**config.mk**
```make
export PLATFORM = sky130hd
export DESIGN_NAME = page_cycle_seq
export DESIGN_NICKNAME = d
export VERILOG_FILES = /design/src/rtl/pcs_pkg.sv /design/src/rtl/pcs_predict.sv /design/src/rtl/pcs_strobe.sv /design/src/rtl/page_cycle_seq.sv
export SDC_FILE = /design/constraint.sdc
export NUM_CORES = 1
export LEC_CHECK = 0
export ABC_CLOCK_PERIOD_IN_PS = 1950
export BUFFER_PORTS_ARGS = -buffer_cell sky130_fd_sc_hd__buf_2
export CAP_MARGIN = 5
export CELL_PAD_IN_SITES_DETAIL_PLACEMENT = 2
export CELL_PAD_IN_SITES_GLOBAL_PLACEMENT = 2
export CORE_AREA = 2 2 73 75
export DETAILED_ROUTE_END_ITERATION = 7
export DIE_AREA = 0 0 75 77
export PLACE_DENSITY_LB_ADDON = 0.2
export REMOVE_ABC_BUFFERS = 1
export SYNTH_ARGS = -nofsm -noshare
export SYNTH_HDL_FRONTEND = slang
export SYNTH_SLANG_ARGS = --single-unit
```
**constraint.sdc**
```tcl
create_clock -name clk_i -period 1.95 [get_ports clk_i]
set_clock_uncertainty 0.05 [all_clocks]
set_input_delay 0.0975 -clock clk_i [delete_from_list [all_inputs] [get_ports clk_i]]
set_output_delay 0.0975 -clock clk_i [all_outputs]
set_load 0.05 [all_outputs]
```
**src/rtl/pcs_pkg.sv**
```systemverilog
package pcs_pkg;

    // Width of the tick counter inside a cycle; cycles must fit in 2**PH_W ticks.
    localparam int PH_W = 4;

    // True when the opcode cannot redirect the program counter, so the next
    // instruction-stream read follows on from the current one.
    function automatic logic op_is_sequential(input logic [7:0] op);
        logic redirect;
        redirect = (op == 8'h00) || (op == 8'h20) || (op == 8'h40) ||
                   (op == 8'h60) || (op == 8'h4C) || (op == 8'h6C) ||
                   (op == 8'h7C) || (op == 8'h80) || (op[4:0] == 5'b10000);
        return !redirect;
    endfunction

endpackage

```
**src/rtl/pcs_predict.sv**
```systemverilog
module pcs_predict #(
    parameter int PAGE_W = 8
) (
    input  logic [7:0]        opcode_i,
    input  logic [PAGE_W-1:0] col_i,
    output logic              seq_o,
    output logic              col_last_o
);
    import pcs_pkg::*;

    assign seq_o      = op_is_sequential(opcode_i);
    assign col_last_o = &col_i;

endmodule

```
**src/rtl/pcs_strobe.sv**
```systemverilog
module pcs_strobe #(
    parameter int PRE_TICKS = 1,
    parameter int RCD_TICKS = 1,
    parameter int CAS_TICKS = 2
) (
    input  logic                     page_i,
    input  logic [pcs_pkg::PH_W-1:0] ph_i,
    output logic                     ras_o,
    output logic                     cas_o,
    output logic                     col_sel_o,
    output logic                     done_o
);
    import pcs_pkg::*;

    localparam int NLEN = PRE_TICKS + RCD_TICKS + CAS_TICKS + 1;
    localparam int PLEN = CAS_TICKS + 2;
    localparam int CAS0 = PRE_TICKS + RCD_TICKS;

    localparam logic [PH_W-1:0] N_RAS  = PH_W'(PRE_TICKS);
    localparam logic [PH_W-1:0] N_CAS0 = PH_W'(CAS0);
    localparam logic [PH_W-1:0] N_CAS1 = PH_W'(CAS0 + CAS_TICKS);
    localparam logic [PH_W-1:0] N_LAST = PH_W'(NLEN - 1);
    localparam logic [PH_W-1:0] P_CAS0 = PH_W'(1);
    localparam logic [PH_W-1:0] P_CAS1 = PH_W'(1 + CAS_TICKS);
    localparam logic [PH_W-1:0] P_LAST = PH_W'(PLEN - 1);

    logic n_ras, n_cas, n_col, n_done;
    logic p_cas, p_done;

    // Full cycle: precharge, row open, column window, closing tick.
    assign n_ras  = (ph_i >= N_RAS);
    assign n_col  = (ph_i >= N_CAS0);
    assign n_cas  = (ph_i >= N_CAS0) && (ph_i < N_CAS1);
    assign n_done = (ph_i == N_LAST);

    // Page cycle: row already open, column setup, column window, closing tick.
    assign p_cas  = (ph_i >= P_CAS0) && (ph_i < P_CAS1);
    assign p_done = (ph_i == P_LAST);

    always_comb begin
        if (page_i) begin
            ras_o     = 1'b1;
            col_sel_o = 1'b1;
            cas_o     = p_cas;
            done_o    = p_done;
        end else begin
            ras_o     = n_ras;
            col_sel_o = n_col;
            cas_o     = n_cas;
            done_o    = n_done;
        end
    end

endmodule

```
**src/rtl/page_cycle_seq.sv**
```systemverilog
module page_cycle_seq #(
    parameter int ADDR_W    = 16,
    parameter int PAGE_W    = 8,
    parameter int PRE_TICKS = 1,
    parameter int RCD_TICKS = 1,
    parameter int CAS_TICKS = 2,
    localparam int ROW_W    = ADDR_W - PAGE_W,
    localparam int MUX_W    = (ROW_W > PAGE_W) ? ROW_W : PAGE_W
) (
    input  logic              clk_i,
    input  logic              rst_ni,
    input  logic              req_valid_i,
    input  logic [ADDR_W-1:0] req_addr_i,
    input  logic              req_write_i,
    input  logic              req_fetch_i,
    input  logic [7:0]        req_opcode_i,
    input  logic              vid_busy_i,
    input  logic              rfsh_busy_i,
    input  logic              irq_entry_i,
    output logic              ras_o,
    output logic              cas_o,
    output logic              we_o,
    output logic [MUX_W-1:0]  mem_addr_o,
    output logic              done_o,
    output logic              page_cycle_o
);
    import pcs_pkg::*;

    typedef struct packed {
        logic              busy;   // a cycle is in progress
        logic              page;   // the cycle in progress is a page cycle
        logic [PH_W-1:0]   ph;     // tick index inside the cycle
        logic              hold;   // row left open while idle
        logic              kill;   // a veto was seen during this cycle
        logic              wr;     // cycle is a write
        logic              ok;     // cycle may leave the row open for the next fetch
        logic [ADDR_W-1:0] addr;   // latched address
    } st_t;

    st_t st_d, st_q;

    logic seq_w, col_last_w;
    logic ras_w, cas_w, col_sel_w, done_w;
    logic veto, last, end_ok, hold_eff, start;

    pcs_predict #(
        .PAGE_W(PAGE_W)
    ) u_predict (
        .opcode_i  (req_opcode_i),
        .col_i     (req_addr_i[PAGE_W-1:0]),
        .seq_o     (seq_w),
        .col_last_o(col_last_w)
    );

    pcs_strobe #(
        .PRE_TICKS(PRE_TICKS),
        .RCD_TICKS(RCD_TICKS),
        .CAS_TICKS(CAS_TICKS)
    ) u_strobe (
        .page_i   (st_q.page),
        .ph_i     (st_q.ph),
        .ras_o    (ras_w),
        .cas_o    (cas_w),
        .col_sel_o(col_sel_w),
        .done_o   (done_w)
    );

    assign veto     = vid_busy_i | rfsh_busy_i | irq_entry_i;
    assign last     = st_q.busy & done_w;
    assign end_ok   = st_q.ok & ~st_q.kill & ~veto;
    assign hold_eff = last ? end_ok : st_q.hold;
    assign start    = req_valid_i & (~st_q.busy | last);

    always_comb begin
        st_d = st_q;
        if (start) begin
            st_d.busy = 1'b1;
            st_d.ph   = '0;
            st_d.page = req_fetch_i & ~req_write_i & hold_eff & ~veto;
            st_d.hold = 1'b0;
            st_d.kill = 1'b0;
            st_d.wr   = req_write_i;
            st_d.ok   = req_fetch_i & ~req_write_i & seq_w & ~col_last_w;
            st_d.addr = req_addr_i;
        end else if (st_q.busy) begin
            st_d.ph   = st_q.ph + 1'b1;
            st_d.kill = st_q.kill | veto;
            if (last) begin
                st_d.busy = 1'b0;
                st_d.page = 1'b0;
                st_d.ph   = '0;
                st_d.hold = end_ok;
            end
        end else begin
            st_d.hold = st_q.hold & ~veto;
        end
    end

    always_ff @(posedge clk_i) begin
        if (!rst_ni) begin
            st_q <= '0;
        end else begin
            st_q <= st_d;
        end
    end

    assign ras_o        = st_q.busy ? ras_w : st_q.hold;
    assign cas_o        = st_q.busy & cas_w;
    assign we_o         = st_q.busy & st_q.wr;
    assign done_o       = last;
    assign page_cycle_o = st_q.busy & st_q.page;
    assign mem_addr_o   = (st_q.busy & col_sel_w) ? MUX_W'(st_q.addr[PAGE_W-1:0])
                                                  : MUX_W'(st_q.addr[ADDR_W-1:PAGE_W]);

endmodule

```
# Yosys cells after proc, flatten, opt, wreduce, memory -nomap -nowiden
# Cells that the tools add are included.
# Widths: inputs -> output; s select.
# word_totals
output_inout_bits	13
input_bits	32
ff_bits	26
# op_classes
reduce_logical	17
n_mux	12
bitwise_logic	24
magnitude_cmp	4
add_sub_neg	1
eq_ne	11
# op_table
cell	count
$eq 8x7->1 const B	5
$mux 8	2
$and 1x1->1	14
$eq 8x6->1 const B	1
$eq 8x8->1 const B	1
$logic_not 8->1	1
$logic_or 1x1->1	8
$mux 1	8
$reduce_and 8->1	1
$mux 7	1
$mux 6	1
$not 1->1	6
$eq 5x5->1 const B	1
$add 4x1->4 const B	1
$eq 4x2->1 const B	1
$eq 4x3->1 const B	1
$ge 4x1->1 const B	1
$ge 4x2->1 const B	1
$lt 4x2->1 const B	1
$lt 4x3->1 const B	1
$or 1x1->1	4
$reduce_bool 2->1	2
$logic_and 1x1->1	2
$ne 2x1->1 const B	1
3 further kinds	3

# Logic depth before layout (Yosys ltp)
# Gate-level depths: netlist (run 1).
# depth
depth_word	12
mapped_depth	7
mapped_depth_nobuf	6

# Modules after synthesis
# Synthesis (run 1) repeated with hierarchy kept, for this count alone.
# hier_totals
hier_cells	160
hier_area_um2	1348.8
# modules_own_cells
module	seq_area_each_um2	area_each_um2	instances	cells_per_inst
page_cycle_seq	520.5	1223.7	1	142
pcs_strobe	0.0	66.3	1	8
pcs_predict	0.0	58.8	1	10

# Worst setup path before layout (run 1)
# OpenSTA, ideal clock, no wires.
# synth_path
kind	register to output
startpoint	register st_q[21] (netlist name)
endpoint	output cas_o
setup_slack_ps	-746
stages_incl_launch_ff	6
arrival_time_ps	2548
t_required_ps	1803
cell_sequence	dfxtp_1 -> inv_1 -> ha_1 -> nor2b_1 -> o21ai_0 -> nor4b_1
# synth_via
elab_chain_cells	4
elab_cells_between_ends	8
classes_between	order compare: 4; mux: 1; bitwise: 1; reduce/logical: 2
# synth_rtl
item	line_no	rtl
start: declaration	page_cycle_seq.sv:40	st_t st_d, st_q;
start signal: assignment	page_cycle_seq.sv:103	st_q <= st_d;
$ge 4x2->1, or another cell as far along	pcs_strobe.sv:33	assign n_cas = (ph_i >= N_CAS0) && (ph_i < N_CAS1);
$logic_and 1x1->1, on equally long branches	pcs_strobe.sv:33, pcs_strobe.sv:37	
$mux 1 *	pcs_strobe.sv:41	if (page_i) begin
$and 1x1->1 *	page_cycle_seq.sv:108	assign cas_o = st_q.busy & cas_w;
end: declaration	page_cycle_seq.sv:21	output logic cas_o,
# Mark *: on every way between the ends. The rest lies on a longest branch, timed or not.

# Worst setup path after layout (run 1)
# layout_path
startpoint	register st_q[21] (netlist name)
endpoint	output mem_addr_o[3]
# layout_via
elab_chain_cells	4
# layout_rtl
item	line_no	rtl
$ge 4x2->1	pcs_strobe.sv:32	assign n_col = (ph_i >= N_CAS0);
$mux 1	pcs_strobe.sv:41	
$and 1x1->1	page_cycle_seq.sv:112	assign mem_addr_o = (st_q.busy & col_sel_w) ? MUX_W'(st_q.addr[PAGE_W-1:0])
$mux 8	page_cycle_seq.sv:112	
end: declaration	page_cycle_seq.sv:23	output logic [MUX_W-1:0] mem_addr_o,
# No other way between the ends.

==> metrics.txt, run 1 <==
Gate power share=20.5%; die height=77 um; Clock transition at path regs=0.10 ns; number of global-route vias before repair=1263; Die W=75 um; Critical Path Slowest Stage Cell=o41ai_4; Largest register FFs=26; diode count=0; VDD IR max=0.2644 mV; RR Startpoint=st_q[21]; Critical Path End Type=primary output; CP Max Fanout=8; Initial Util=26.97%; Final min period=1.913 ns; switching share of power=26.33%; Mapped Avg Cell Area=10.49 um^2; highest clock rate=0.5226 GHz; Ports=45; Synth Flop Type=dfxtp_1; CP Data Arrival Time=1.77 ns; #FFs+latches synth=26; Hold Path Class=in -> reg; R2R setup slack=0.10 ns; Layout Cells excl Fill=259; CP required=1.80 ns; maximum clock path buffer count=2; routed len/inst=15.54 um; top cells by area, synth=dfxtp_1 39%, a22o_2 13%, mux2_2 7.5%; Post-synth top cells=26 x dfxtp_1, 18 x a22o_2, 9 x mux2_2, 7 x inv_1, 7 x o21ai_0; global-route wire length before repair=6403 um; final hold vios=0; # fillers=554; Post-Synthesis Cell Area=1343 um^2; share of cells above drive strength 1=55.56%; WHS=0.003774 ns; pin slew with the least headroom to its limit=0.3474 ns; htree depth=1; worst hold start=req_addr_i[4]; core footprint=4977 um^2; Crit. Startpoint=st_q[21]; power per cell area=670.1 nW/um^2; vias per cell=4.745; async set-reset flop share out of synthesis=0%; Slew Viols, Final=0; Leakage Power=0.0008351 uW; TNS Setup=0 ns; Syn Inst Count=128; Layout area overhead=45.39%; Max transition margin=76.66%; GRT Total Usage=14.28%; DP HPWL=2915 um; most used cell, CP=buf_6; clk sinks=26; NumNets Final=225; Yosys top cell by area=dfxtp_1; total grt overflow=0; final wirelength=4026 um; status=completed; CP delay by family, top=compound AO/OA/AOI/OAI gates; Warnings, synthesis=0; final setup vio count=0; sequential element share of the synthesized area=38.77%; P_sw=344.4 uW; DP Cell Count=241; TritonCTS clock tree=yes; Post-synth EDFFs=0; Worst setup SP type=flip-flop; Port Buffers=44; largest net degree at the start of global routing=20; Initial DRT Pass Iterations=3; unrepaired setup endpoints after global routing=true; maxcap violations=0; CTS root buf=clkbuf_8; worst path bufs/invs=2; Final ANT Viol Nets=0; DR vias=1229; DRC violations left=0; Pint=963.6 uW; GP Congestion=0.7131; die area=5775 um^2; cell with the most instances after synthesis=dfxtp_1; biggest registers after layout=st_q: 26 flops; synth unique cells=37; crit-path cells=o41ai_4 > buf_6 > mux2_2 > buf_6; final worst-path cycle share=98.13%; sequential power share=44.5%; Setup CP Type=reg -> out; Worst path max stage delay=0.40 ns; Row Count=26; Initial DRC Count=45; share of the synthesized area in the top cell type=38.77%; Clock power frac=35.1%; CTS buffer count=3; Clk Latency, worst-skew pair=0.27 ns; initial antenna violation count=0; Biggest register=st_q
[layout by cell type, fill, tap and decap left out, types with 2 or more instances in the layout]
cell type	count
a211oi_1	2
a21oi_1	4
a22o_2	18
a31oi_1	2
buf_12	2
buf_2	35
buf_4	8
buf_6	8
clkbuf_8	3
dfxtp_1	20
dfxtp_2	5
dlygate4sd3_1	10
ha_1	3
inv_1	7
mux2_2	9
nand2_1	4
nand2b_1	2
nand3_1	3
nand4_1	4
nor2_1	5
nor2_2	2
nor2b_1	3
nor3_1	3
o21ai_0	6
xor2_1	2
[kinds of logic after synthesis]
| kind of cell | count (synthesis) | share of synthesized area [%] |
|---|---|---|
| adder cells (fa/ha/maj) | 3 | 2.796 |
| multiplexers | 9 | 7.549 |
| AO/OA/AOI/OAI | 39 | 26.28 |
| buffers and inverters | 13 | 5.312 |
| AND/OR/NAND/NOR | 36 | 17.99 |
| flip-flops | 26 | 38.77 |
| XOR/XNOR | 2 | 1.305 |
[cell type report]
cell class              count  area, um^2  area share [%]
clock buffers               3       41.29           2.115
inverters                   7       26.28           1.346
multi-input cells          89       770.7           39.49
repair buffers             63       465.4           23.85
clock inverters             1       30.03           1.538
well taps                  70       87.58           4.487
flip-flops and latches     26       530.5           27.18
[path summary, 6_finish.rpt]
| check | endpoint | cells past startpoint |
|---|---|---|
| setup reg to reg | st_q[8] | 6 |
| hold / removal | st_q[4] | 2 |
| setup / recovery | mem_addr_o[3] | 4 |
| hold reg to reg | st_q[18] | 2 |
[power groups by stage]
stage	logic, uW	registers, uW	clock network, uW
6_report	267	581	459
4_1_cts	253	582	472
3_3_place_gp	224	591	0
5_1_grt	290	586	488
2_1_floorplan	143	589	0
3_5_place_dp	232	593	0
[per-layer routing]
| metal | part of all wire [%] | global-route usage, % | vias to the layer above | wire [um] |
|---|---|---|---|---|
| met3 | 3.2 | 2.102 | 4 | 128 |
| li1 | - | - | 600 | - |
| met4 | 0.79 | 3.214 | 0 | 32 |
| met1 | 43 | 18.26 | 598 | 1715 |
| met2 | 53 | 24.74 | 27 | 2149 |
| met5 | 0 | 0 | - | 0 |
[stage by stage]
step | power (uW) | worst slack (ns) | util, % | instance area (um^2)
2_1_floorplan | 732.2 | -0.7457 | - | 1297
3_3_place_gp | 814.7 | 0.001359 | 33.26 | 1655
3_5_place_dp | 824.6 | -0.07291 | 33.26 | 1655
4_1_cts | 1307 | 0.01331 | 37.76 | 1879
5_1_grt | 1364 | -0.01150 | 39.22 | 1952
6_report | 1308 | 0.03653 | 39.22 | 1952
[timing repair]
action / in CTS / in global routing
pin swaps: 2 / 2
hold buffers: 10 / 0
endpoints found under the hold margin: 10 / 0
setup endpoints to repair: 32 / 29
setup buffers: 3 / 1
resized for setup: 7 / 30
(Power assumes the default switching activity.)
==> run 2: changes to the inputs <==
--- a/config.mk
+++ b/config.mk
@@ -6,13 +6,13 @@
 export NUM_CORES = 1
 export LEC_CHECK = 0
 export ABC_CLOCK_PERIOD_IN_PS = 1950
-export BUFFER_PORTS_ARGS = -buffer_cell sky130_fd_sc_hd__buf_2
 export CAP_MARGIN = 5
 export CELL_PAD_IN_SITES_DETAIL_PLACEMENT = 2
 export CELL_PAD_IN_SITES_GLOBAL_PLACEMENT = 2
 export CORE_AREA = 2 2 73 75
 export DETAILED_ROUTE_END_ITERATION = 7
 export DIE_AREA = 0 0 75 77
+export DONT_BUFFER_PORTS = 1
 export PLACE_DENSITY_LB_ADDON = 0.2
 export REMOVE_ABC_BUFFERS = 1
 export SYNTH_ARGS = -nofsm -noshare
==> run 2 against run 1 <==
  * First-iteration DRC count shrank 67%
  * Critical path type unchanged
  * Global-route usage up 0.67 points
  * Non-clock buffer count decreased by 31
  * Final cell count fell by 12%
  * Highest routed layer unchanged
  * Hold slack better by 0.011 ns
  * Via count down 9.0%
  * Register-to-register slack improved by 0.02 ns
  * Flip-flop and latch count unchanged
==> metrics.txt, run 2 (synthesis gave the netlist of run 1 again) <==
status=completed; Clk Latency, worst-skew pair=0.27 ns; Final ANT Viol Nets=0; routed len/inst=17.36 um; global-route wire length before repair=6644 um; hold path cells=3; total grt overflow=0; r2r worst-path depth=6; highest clock rate=0.5219 GHz; die height=77 um; final hold vios=0; Initial Util=26.97%; DP HPWL=2769 um; Hold EP=st_q[18]; R2R setup slack=0.12 ns; CP Max Fanout=9; maxcap violations=0; diode count=0; Ports=45; Hold Path Class=in -> reg; Initial DRT Pass Iterations=4; CP Data Arrival Time=1.77 ns; share of cells above drive strength 1=38.61%; unrepaired setup endpoints after global routing=true; pin slew with the least headroom to its limit=0.5277 ns; GP Congestion=0.7626; largest net degree at the start of global routing=17; most common cell after layout, fill and taps aside=dfxtp_1; CTS root buf=clkbuf_8; most frequent cells in the layout=23 x dfxtp_1, 19 x dlygate4sd3_1, 18 x a22o_2, 11 x buf_4, 9 x mux2_2; Leakage Power=0.0006852 uW; VDD IR max=0.3047 mV; Final min period=1.916 ns; initial antenna violation count=0; biggest registers after layout=st_q: 26 flops; DP Cell Count=199; htree depth=1; die area=5775 um^2; Max transition margin=65.07%; worst hold start=irq_entry_i; Slew Viols, Final=0; Layout area overhead=33.74%; CP required=1.80 ns; Biggest register=st_q; R2R Path End=st_q[9]; TritonCTS clock tree=yes; Worst setup SP type=flip-flop; DRC violations left=0; Tot Pwr=1258 uW; maximum clock path buffer count=2; GRT Total Usage=14.95%; Layout Cells excl Fill=228; clk sinks=26; core footprint=4977 um^2; Die W=75 um; CTS buffer count=3; Row Count=26; power per cell area=700.6 nW/um^2; Port Buffers=0; Largest register FFs=26; DR vias=1118; NumNets Final=194; number of global-route vias before repair=1309; final worst-path cycle share=98.25%; Clock transition at path regs=0.10 ns; vias per cell=4.904; Critical Path End Type=primary output; RR Startpoint=st_q[20]; final wirelength=3957 um; # fillers=544; Setup CP Type=reg -> out; final setup vio count=0; Initial DRC Count=15
==> run 2: cell count changes in the layout (fill, tap and decap cells not counted), sizes merged <==
| cell | change |
|---|---|
| buf | -40 |
| dlygate4sd3 | +9 |
| clkinvlp | +1 |
| inv | -1 |
==> run 2: worst max-delay path: stages (launching register included) <==
cell	delay [ns]
dfxtp_1	0.40
o41ai_4	0.43
buf_12	0.19
mux2_2	0.47
==> run 2: layer usage <==
layer | part of all wire (%) | global-route usage, % | vias up
met5 | 0 | 0 | -
met1 | 40 | 16.77 | 549
met4 | 2.1 | 5.179 | 0
met2 | 55 | 27.19 | 29
li1 | - | - | 534
met3 | 3.1 | 2.760 | 6
==> run 2: per-stage QoR <==
step                worst slack, ns  utilization [%]  hold WS (ns)  area, um^2  setup TNS [ns]
floorplan                   -0.7457                -        0.1682        1297         -0.7457
global placement            0.03008            29.01        0.1792        1444               0
detailed placement         -0.08028            29.01        0.1813        1444          -1.208
CTS                         0.03163            35.67       0.01605        1775               0
global route               -0.04477            36.07       0.05599        1795         -0.3350
finish                      0.03408            36.07       0.01439        1795               0
==> run 2: how the worst max path moves through the flow <==
stage                     startpoint       endpoint  cells after the start
final                       st_q[24]  mem_addr_o[3]                      3
after global placement      st_q[21]       st_q[14]                      5
after floorplan             st_q[21]          cas_o                      5
after CTS                   st_q[24]  mem_addr_o[3]                      3
after detailed placement    st_q[21]        st_q[9]                      5
after global routing        st_q[24]  mem_addr_o[3]                      3
==> run 2: final cells by class <==
class | count | area, um^2 | area share [%]
multi-input combinational | 89 | 764.5 | 42.58
tap | 70 | 87.58 | 4.878
clock inverter | 1 | 30.03 | 1.672
timing repair buffer | 32 | 312.8 | 17.42
sequential | 26 | 529.3 | 29.48
clock buffer | 3 | 41.29 | 2.300
inverter | 7 | 30.03 | 1.672
==> run 2: timing repair <==
action / in CTS / in global routing
setup endpoints to repair: 29 / 22
hold endpoints to repair: 19 / 0
hold buffers: 19 / 0
buffers inserted: 4 / 2
pin swaps: 3 / 0
gates resized for setup: 5 / 4
==> run 2: power breakdown <==
part | total (uW) | internal [uW] | switching, uW
sequential | 581 | 559 | 21.8
clock | 455 | 275 | 181
combinational | 222 | 100 | 122
total | 1260 | 934 | 324
